--- src/rtl/sdiv_pkg.sv ---
package sdiv_pkg;
  typedef enum logic [1:0] {
    ST_IDLE  = 2'd0,
    ST_SETUP = 2'd1,
    ST_RUN   = 2'd2,
    ST_FIN   = 2'd3
  } sdiv_state_e;

  typedef struct packed {
    logic z;
    logic n;
    logic v;
    logic c;
  } sdiv_flags_t;
endpackage

--- src/rtl/sdiv_prep.sv ---
module sdiv_prep #(
  parameter int DW = 32
) (
  input  logic [DW-1:0]   hi_i,
  input  logic [DW-1:0]   lo_i,
  input  logic [DW-1:0]   dvs_i,
  input  logic            sgn_i,
  output logic [2*DW-1:0] dvd_mag_o,
  output logic [DW-1:0]   dvs_mag_o,
  output logic            neg_o,
  output logic            zero_o
);
  logic [2*DW-1:0] dvd;
  logic            dvd_neg, dvs_neg;

  always_comb begin
    dvd       = {hi_i, lo_i};
    dvd_neg   = sgn_i & hi_i[DW-1];
    dvs_neg   = sgn_i & dvs_i[DW-1];
    dvd_mag_o = dvd_neg ? -dvd : dvd;
    dvs_mag_o = dvs_neg ? -dvs_i : dvs_i;
    neg_o     = dvd_neg ^ dvs_neg;
    zero_o    = (dvs_i == '0);
  end
endmodule

--- src/rtl/sdiv_step.sv ---
module sdiv_step #(
  parameter int DW = 32
) (
  input  logic [DW-1:0]   rem_i,
  input  logic [2*DW-1:0] quo_i,
  input  logic [DW-1:0]   dvs_i,
  output logic [DW-1:0]   rem_o,
  output logic [2*DW-1:0] quo_o
);
  logic [DW:0] trial, diff;
  logic        fits;

  // restoring step: shift in next dividend bit, subtract if possible
  always_comb begin
    trial = {rem_i, quo_i[2*DW-1]};
    diff  = trial - {1'b0, dvs_i};
    fits  = (trial >= {1'b0, dvs_i});
    rem_o = fits ? diff[DW-1:0] : trial[DW-1:0];
    quo_o = {quo_i[2*DW-2:0], fits};
  end
endmodule

--- src/rtl/sdiv_post.sv ---
module sdiv_post
  import sdiv_pkg::*;
#(
  parameter int DW = 32
) (
  input  logic [2*DW-1:0] quo_mag_i,
  input  logic            sgn_i,
  input  logic            neg_i,
  output logic [DW-1:0]   res_o,
  output sdiv_flags_t     flg_o
);
  localparam logic [DW-1:0] UMAX = '1;
  localparam logic [DW-1:0] SMAX = {1'b0, {(DW-1){1'b1}}};
  localparam logic [DW-1:0] SMIN = {1'b1, {(DW-1){1'b0}}};

  logic hi_nz, sat;

  always_comb begin
    hi_nz = |quo_mag_i[2*DW-1:DW];
    if (!sgn_i) begin
      sat   = hi_nz;
      res_o = sat ? UMAX : quo_mag_i[DW-1:0];
    end else if (!neg_i) begin
      sat   = hi_nz | quo_mag_i[DW-1];
      res_o = sat ? SMAX : quo_mag_i[DW-1:0];
    end else begin
      sat   = hi_nz | (quo_mag_i[DW-1] & (|quo_mag_i[DW-2:0]));
      res_o = sat ? SMIN : -quo_mag_i[DW-1:0];
    end
    flg_o.z = (res_o == '0);
    flg_o.n = res_o[DW-1];
    flg_o.v = sat;
    flg_o.c = 1'b0;
  end

  // unclamped signed result carries the expected sign
  always_comb begin
    a_r4_sign_match: assert (!sgn_i || sat || res_o == '0 || res_o[DW-1] == neg_i)
      else $error("a_r4_sign_match");
  end
endmodule

--- src/rtl/sat_div64.sv ---
module sat_div64
  import sdiv_pkg::*;
#(
  parameter int DW = 32
) (
  input  logic          clk_i,
  input  logic          rst_ni,
  input  logic          start_i,
  input  logic          signed_i,
  input  logic [DW-1:0] y_i,
  input  logic [DW-1:0] op_a_i,
  input  logic [DW-1:0] op_b_i,
  output logic          busy_o,
  output logic          done_o,
  output logic          dbz_o,
  output logic [DW-1:0] quot_o,
  output logic          flag_z_o,
  output logic          flag_n_o,
  output logic          flag_v_o,
  output logic          flag_c_o
);
  localparam int QW  = 2 * DW;
  localparam int NIT = QW;
  localparam int CW  = $clog2(NIT + 1);
  localparam logic [CW-1:0] LAST = CW'(NIT - 1);
  localparam logic [DW-1:0] UMAX = '1;
  localparam logic [DW-1:0] SMAX = {1'b0, {(DW-1){1'b1}}};
  localparam logic [DW-1:0] SMIN = {1'b1, {(DW-1){1'b0}}};

  sdiv_state_e   state_q;
  logic [CW-1:0] cnt_q;
  logic [DW-1:0] hi_q, lo_q, dvs_q, dvsm_q, rem_q;
  logic [QW-1:0] quo_q;
  logic          sgn_q, neg_q, zero_q;
  sdiv_flags_t   flg_q;

  logic [QW-1:0] dvd_mag, quo_nx;
  logic [DW-1:0] dvs_mag, rem_nx, res;
  logic          neg_c, zero_c;
  sdiv_flags_t   flg_c;

  sdiv_prep #(.DW(DW)) u_prep (
    .hi_i(hi_q), .lo_i(lo_q), .dvs_i(dvs_q), .sgn_i(sgn_q),
    .dvd_mag_o(dvd_mag), .dvs_mag_o(dvs_mag), .neg_o(neg_c), .zero_o(zero_c)
  );

  sdiv_step #(.DW(DW)) u_step (
    .rem_i(rem_q), .quo_i(quo_q), .dvs_i(dvsm_q),
    .rem_o(rem_nx), .quo_o(quo_nx)
  );

  sdiv_post #(.DW(DW)) u_post (
    .quo_mag_i(quo_q), .sgn_i(sgn_q), .neg_i(neg_q),
    .res_o(res), .flg_o(flg_c)
  );

  always_ff @(posedge clk_i or negedge rst_ni) begin
    if (!rst_ni) begin
      state_q <= ST_IDLE;
      cnt_q   <= '0;
      hi_q    <= '0;
      lo_q    <= '0;
      dvs_q   <= '0;
      sgn_q   <= 1'b0;
      dvsm_q  <= '0;
      rem_q   <= '0;
      quo_q   <= '0;
      neg_q   <= 1'b0;
      zero_q  <= 1'b0;
      quot_o  <= '0;
      flg_q   <= '0;
      done_o  <= 1'b0;
      dbz_o   <= 1'b0;
    end else begin
      done_o <= 1'b0;
      dbz_o  <= 1'b0;
      unique case (state_q)
        ST_IDLE: if (start_i) begin
          hi_q    <= y_i;
          lo_q    <= op_a_i;
          dvs_q   <= op_b_i;
          sgn_q   <= signed_i;
          state_q <= ST_SETUP;
        end
        ST_SETUP: begin
          quo_q   <= dvd_mag;
          dvsm_q  <= dvs_mag;
          neg_q   <= neg_c;
          zero_q  <= zero_c;
          rem_q   <= '0;
          cnt_q   <= '0;
          state_q <= ST_RUN;
        end
        ST_RUN: begin
          rem_q <= rem_nx;
          quo_q <= quo_nx;
          cnt_q <= cnt_q + CW'(1);
          if (cnt_q == LAST) state_q <= ST_FIN;
        end
        ST_FIN: begin
          done_o  <= 1'b1;
          dbz_o   <= zero_q;
          if (!zero_q) begin
            quot_o <= res;
            flg_q  <= flg_c;
          end
          state_q <= ST_IDLE;
        end
        default: state_q <= ST_IDLE;
      endcase
    end
  end

  assign busy_o   = (state_q != ST_IDLE);
  assign flag_z_o = flg_q.z;
  assign flag_n_o = flg_q.n;
  assign flag_v_o = flg_q.v;
  assign flag_c_o = flg_q.c;

  a_r5_done_pulse: assert property (@(posedge clk_i) disable iff (!rst_ni)
    done_o |=> !done_o);
  a_r5_done_after_busy: assert property (@(posedge clk_i) disable iff (!rst_ni)
    done_o |-> !busy_o && $past(busy_o));
  a_r2_dbz_hold: assert property (@(posedge clk_i) disable iff (!rst_ni)
    dbz_o |-> done_o && $stable(quot_o));
  a_r6_ops_held: assert property (@(posedge clk_i) disable iff (!rst_ni)
    busy_o |=> $stable(dvs_q) && $stable(hi_q) && $stable(lo_q));
  a_r7_v_clamped: assert property (@(posedge clk_i) disable iff (!rst_ni)
    done_o && !dbz_o && flag_v_o |-> quot_o == UMAX || quot_o == SMAX || quot_o == SMIN);
  a_r8_zero_flag: assert property (@(posedge clk_i) disable iff (!rst_ni)
    done_o && !dbz_o |-> flag_z_o == (quot_o == '0) && flag_n_o == quot_o[DW-1]);
endmodule

--- config.mk ---
export PLATFORM = sky130hd
export DESIGN_NAME = sat_div64
export DESIGN_NICKNAME = d
export VERILOG_FILES = /design/src/rtl/sdiv_pkg.sv /design/src/rtl/sdiv_prep.sv /design/src/rtl/sdiv_step.sv /design/src/rtl/sdiv_post.sv /design/src/rtl/sat_div64.sv
export SDC_FILE = /design/constraint.sdc
export NUM_CORES = 1
export LEC_CHECK = 0
export ABC_AREA = 0
export BUFFER_PORTS_ARGS = -buffer_cell sky130_fd_sc_hd__clkbuf_2
export CAP_MARGIN = 20
export CORE_ASPECT_RATIO = 1.5
export CORE_MARGIN = 3
export CORE_UTILIZATION = 50
export CTS_CLUSTER_SIZE = 28
export DETAILED_ROUTE_END_ITERATION = 8
export PLACE_DENSITY = 0.69
export SYNTH_ARGS = -nofsm -noshare
export SYNTH_HDL_FRONTEND = slang
export SYNTH_SLANG_ARGS = --single-unit
export TNS_END_PERCENT = 10
--- constraint.sdc ---
create_clock -name clk_i -period 5.21 [get_ports clk_i]
set_input_delay 0.521 -clock clk_i [delete_from_list [all_inputs] [get_ports clk_i]]
set_output_delay 0.521 -clock clk_i [all_outputs]
set_load 0.01 [all_outputs]
==> metrics.yaml, run 1 <==
synth_top_flop_cell: "dfrtp_1"
max_stage_delay_ns: 0.69
die_area_sq_um: 35100
cp_data_required_time_ns: 5.65
synth_top_area_cell: "dfrtp_1"
post_cts_buffers: 0
worstSetupStartpointType: "register"
critPathSlowestCell: "nor2_1"
rsz0062_at_grt: "no"
drv_cap: 0
grt_pass1_vias: 13800
stdcell_area_sq_um: 18400
leakagePower_nw: 7.87
finalHoldViolations: 0
grt_max_degree: 126
place.gp.congestion: 0.932
wl_mm: 45.7
dr.pass1.iters: 5
dpl.hpwl_mm: 33.1
synth_edf_count: 0
design.core.area_sq_um: 32100
timing.setup.tns_ns: 0
power_mw: 12.4
areaGrowthSynthToFinish_pct: 12.1
pre_cts_ws_ns: 1.34
dp_cells: 2219
globalRouteTotalUtil: 0.253
ys_types: 87
clk_pin_slew_ns: 0.06
via_per_inst: 6.06
first_iter_violations: 901
slew_violations: 0
post-route-period-util: 0.759
drive_above_1_share: 0.207
postSynthCellCount: 1759
ys_top_cells_by_area: "dfrtp_1 (41%), mux2_2 (10%), xnor2_1 (3.6%)"
clock_path_buffers: 3
clock_sinks: 272
antenna_found_initial: 0
cts_max_level: 1
path_max_fanout: 11
syn_area_sq_um: 16400
whs_ns: 0.0534
max_freq_ghz: 0.253
crit_type: "reg -> reg"
crit_buf_inv: 1
syn_area_per_cell_sq_um: 9.35
cpLargestDelayFamily: "simple AND/OR/NAND/NOR gates"
port_buffers: 137
io_pins: 139
drc: 0
grt_overflow: 0
hp-class: "in -> async"
synth.top_cells.by_count: "dfrtp_1 (272), mux2_2 (147), nand2_1 (142), nor2_1 (135), a21oi_1 (115)"
vdd.ir_drop.worst_mv: 0.362
async_reset_ff_frac: 1.00
wl_per_cell_um: 20.1
fin_util: 0.573
num_vias: 13800
antenna_cells: 0
cts_tree: "yes"
min_period_ns: 3.95
cts_root_buf: "clkbuf_16"
die_h_um: 228
dpl-instance-area_sq_um: 17400
ys_ff_latch: 272
fin_cells: 2272
grt_pass1_wl_mm: 73.7
yosysMostFrequentCell: "dfrtp_1"
yosysWarnings: 0
netlist.area_leader.share: 0.414
slew_headroom: 0.317
numCtsBuffers: 28
synth_fp_nets: 1901
initial_core_util: 0.512
fin_skew_ns: 0.0132
cts_resized: 0
power.density_nw_per_um2: 673
worstPathCellList: "inv_1 -> ha_1 -> nor4b_1 -> nand4_2 -> o31a_1 -> nor2_1 -> a31oi_1 -> and2_1 -> o211ai_1 -> or4_1 -> o21ai_1"
ys_seq_area_frac: 0.414
final_nets: 1982
row_count: 80
tightest_slew_ns: 1.02
setup_viol: 0
fp.dieW_um: 154
final_antenna_net_count: 0
clk_latency_ns: 0.56
cp.arrival_ns: 4.39
outcome: "finished, final reports clean"
ctsHoldBuffers: 0
end_kind: "register"
worst_slack_ns: 1.26
-- power by group --
group          switching (mW)  internal, mW  leakage [nW]  total (mW)
logic                    3.42          2.62          4.11        6.03
clock network           0.863          1.24         0.480        2.10
registers                1.17          3.10          3.28        4.27
-- area by class of cell --
class | count | area (sq um)
clock inverter | 14 | 165
multi-input combinational | 1291 | 8900
inverter | 92 | 345
sequential | 272 | 6810
timing repair buffer | 155 | 883
fill | 2805 | 13700
clock buffer | 38 | 808
tap | 410 | 513
-- state kept, by name (all words and copies together), names as in the netlist, 2 cells and up --
register,cells
quo_q,64
dvs_q,32
dvsm_q,32
hi_q,32
lo_q,32
quot_o,32
rem_q,32
cnt_q,7
state_q,2
-- per-layer routing --
metal	GRT usage	part of all wire	up-vias
met2	0.469	0.53	384
met3	0.0258	0.042	92
met4	0.0870	0.036	0
met1	0.303	0.39	6727
met5	0	0	-
li1	-	-	6570
-- cell usage in the layout, fill, tap and decap left out, types with 15 or more instances in the layout --
cell type,count
nor3_1,38
o21ai_1,26
nand4_1,35
and3_1,18
xor2_1,45
mux2_2,147
clkbuf_16,28
nand2_1,141
o221ai_1,30
a221o_1,17
a21o_1,18
or3_1,16
ha_1,38
o21ai_0,94
nor4_1,28
nor2_1,135
buf_4,15
o31ai_1,24
clkbuf_2,136
a21oi_1,115
a31oi_1,21
dfrtp_1,272
xnor2_1,68
nand3_1,55
inv_1,92
-- worst paths after layout --
check	startpoint	to	slack, ns	cells past startpoint
min in group clk_i	op_a_i[6]	lo_q[6]	0.19	2
worst max-delay path	quo_q[0]	flag_z_o	1.26	11
worst max register to register	quo_q[0]	flag_z_o	1.26	11
max in group asynchronous	rst_ni	dvs_q[9]	3.93	2
worst min register to register	quot_o[8]	quot_o[8]	0.47	2
worst min-delay path	rst_ni	quot_o[0]	0.05	1
-- logic make-up after synthesis --
group                      count (synthesis)  share of synthesized area
adders and majority gates                 42                     0.0324
AOI/OAI and AO/OA                        440                      0.175
buffers and inverters                    196                     0.0466
muxes                                    152                      0.104
DFF                                      272                      0.414
xor gates and xnor gates                 113                     0.0602
and+or+nand+nor                          543                      0.168
other                                      1                   0.000228
Note: power is estimated with default switching activity, not from simulation.
==> run 2, diff against run 1 <==
==> constraint.sdc (replaced) <==
create_clock -name clk_i -period 4.1 [get_ports clk_i]
set_input_delay 0.41 -clock clk_i [delete_from_list [all_inputs] [get_ports clk_i]]
set_output_delay 0.41 -clock clk_i [all_outputs]
set_load 0.01 [all_outputs]
==> metrics.yaml, run 2 (synthesis results as in run 1) <==
outcome: "finished, final reports clean"  # unchanged
timing.setup.tns_ns: 0  # unchanged
gr-usage-met2: 0.473  # was 0.469
clock_path_buffers: 3  # unchanged
grt_pass1_vias: 14000  # was 13800
gr-usage-met1: 0.294  # was 0.303
grt.busiest_layer: "met2"  # unchanged
cp.arrival_ns: 4.19  # was 4.39 ns
end_kind: "register"  # unchanged
critPathSlowestCell: "nor4_4"  # was nor2_1
fp.dieW_um: 154  # unchanged
dpl.hpwl_mm: 33.7  # was 33.1 mm
clock_sinks: 272  # unchanged
path_max_fanout: 12  # was 11
max_flop_register: "quo_q"  # unchanged
grt_overflow: 0  # unchanged
final_antenna_net_count: 0  # unchanged
post_cts_buffers: 0  # unchanged
numCtsBuffers: 27  # was 28
crit_type: "reg -> reg"  # unchanged
power.density_nw_per_um2: 857  # was 673 nW/um^2
grt_max_degree: 116  # was 126
fin_util: 0.579  # was 0.573
via_per_inst: 6.06  # about the same
path_depth: 9  # was 11
fin_skew_ns: 0.0170  # was 0.0132 ns
post-route-period-util: 0.903  # was 0.759
slew_violations: 0  # unchanged
tightest_slew_ns: 1.04  # was 1.02 ns
first_iter_violations: 880  # was 901
globalRouteTotalUtil: 0.255  # was 0.253
final_nets: 1999  # was 1982
largest_reg_flops: 64  # unchanged
cts_root_buf: "clkbuf_16"  # unchanged
drive_above_1_share: 0.212  # was 0.207
initial_core_util: 0.512  # unchanged
finalHoldViolations: 0  # unchanged
cp_data_required_time_ns: 4.58  # was 5.65 ns
rsz0062_at_grt: "no"  # unchanged
slew_headroom: 0.306  # was 0.317
port_buffers: 137  # unchanged
layout_commonest_cell: "dfrtp_1"  # unchanged
cts_max_level: 1  # unchanged
design.core.area_sq_um: 32100  # unchanged
cts_tree: "yes"  # unchanged
areaGrowthSynthToFinish_pct: 13.1  # was 12.1%
crit_buf_inv: 0  # was 1
min_delay_path_depth: 2
grt_pass1_wl_mm: 73.5  # was 73.7 mm
leakagePower_nw: 7.96  # was 7.87 nW
num_vias: 13900  # was 13800
die_area_sq_um: 35100  # unchanged
worstSetupStartpointType: "register"  # unchanged
min_period_ns: 3.70  # was 3.95 ns
io_pins: 139  # unchanged
setup_viol: 0  # unchanged
die_h_um: 228  # unchanged
power_mw: 15.9  # was 12.4 mW
dr.pass1.iters: 5  # unchanged
antenna_cells: 0  # unchanged
antenna_found_initial: 0  # unchanged
rr_worst_depth: 9  # was 11
whs_ns: 0.0633  # was 0.0534 ns
layout_common_cells: "dfrtp_1 (272), mux2_2 (147), nand2_1 (141)"  # unchanged
max_freq_ghz: 0.270  # was 0.253 GHz
hp-class: "in -> reg"  # was in -> async
wl_per_cell_um: 20.0  # was 20.1 um
wl_mm: 45.8  # was 45.7 mm
drc: 0  # unchanged
worstPathCellList: "nor4_4 -> nand4_2 -> or2_4 -> o41ai_2 -> a22oi_1 -> a2111oi_1 -> nand4_1 -> or4_1 -> o21ai_1"  # was inv_1 -> ha_1 -> nor4b_1 -> nand4_2 -> o31a_1 -> nor2_1 -> a31oi_1 -> and2_1 -> o211ai_1 -> or4_1 -> o21ai_1
grtUsageMet3: 0.0264  # was 0.0258
clk_pin_slew_ns: 0.07  # was 0.06 ns
row_count: 80  # unchanged
drv_cap: 0  # unchanged
fill_cells: 2826  # was 2805
clk_latency_ns: 0.57  # was 0.56 ns
vdd.ir_drop.worst_mv: 0.480  # was 0.362 mV
max_stage_delay_ns: 0.62  # was 0.69 ns
cpLargestDelayFamily: "simple AND/OR/NAND/NOR gates"  # unchanged
place.gp.congestion: 0.967  # was 0.932
==> run 2: cell count changes in the layout (fill, tap and decap cells not counted) <==
cell	before	now
buf_4	15	32
bufinv_16	3	7
clkbuf_8	7	3
clkbuf_1	3	5
clkinv_2	7	5
buf_12	1	2
buf_16	2	1
clkbuf_16	28	27
clkinv_8	1	0
dlygate4sd3_1	0	1
inv_16	0	1
inv_6	1	0
==> run 2: routing by layer <==
metal | vias up | wire length [um]
met2 | 421 | 24300
met5 | - | 0
met1 | 6729 | 17500
met3 | 119 | 1960
li1 | 6601 | -
met4 | 0 | 2050
==> run 2: final cells by class <==
class                   count  area [sq um]  share of cell area
flip-flops and latches    272          6810               0.366
repair buffers            173          1010              0.0545
clock inverters            15           270              0.0145
clock buffers              35           736              0.0396
inverters                  92           345              0.0186
multi-input cells        1291          8900               0.479
well taps                 410           513              0.0276
==> run 2: final timing paths <==
check	end	start	slack, ns
max in group asynchronous	quo_q[59]	rst_ni	2.62
max	flag_z_o	quo_q[4]	0.40
min reg2reg	quot_o[15]	quot_o[15]	0.48
min in group asynchronous	quot_o[16]	rst_ni	0.48
max reg2reg	flag_z_o	quo_q[4]	0.40
min	lo_q[26]	op_a_i[26]	0.06
==> run 2: timing repair <==
item	in CTS	in global routing
resized for setup	0	0
hold buffers	1	0
endpoints found under the hold margin	89	0
==> run 2: metrics by stage <==
stage,std cells,instance area [sq um],worst slack [ns]
6_report,2288,18600,0.396
5_1_grt,2288,18600,0.0993
4_1_cts,2287,18600,0.393
3_5_place_dp,2236,17500,0.408
3_3_place_gp,2236,17500,0.601
2_1_floorplan,1759,16400,1.02
==> run 2: where the power goes <==
group	internal (mW)	switching, mW
sequential	3.94	1.44
combinational	3.36	4.37
clock	1.72	1.11
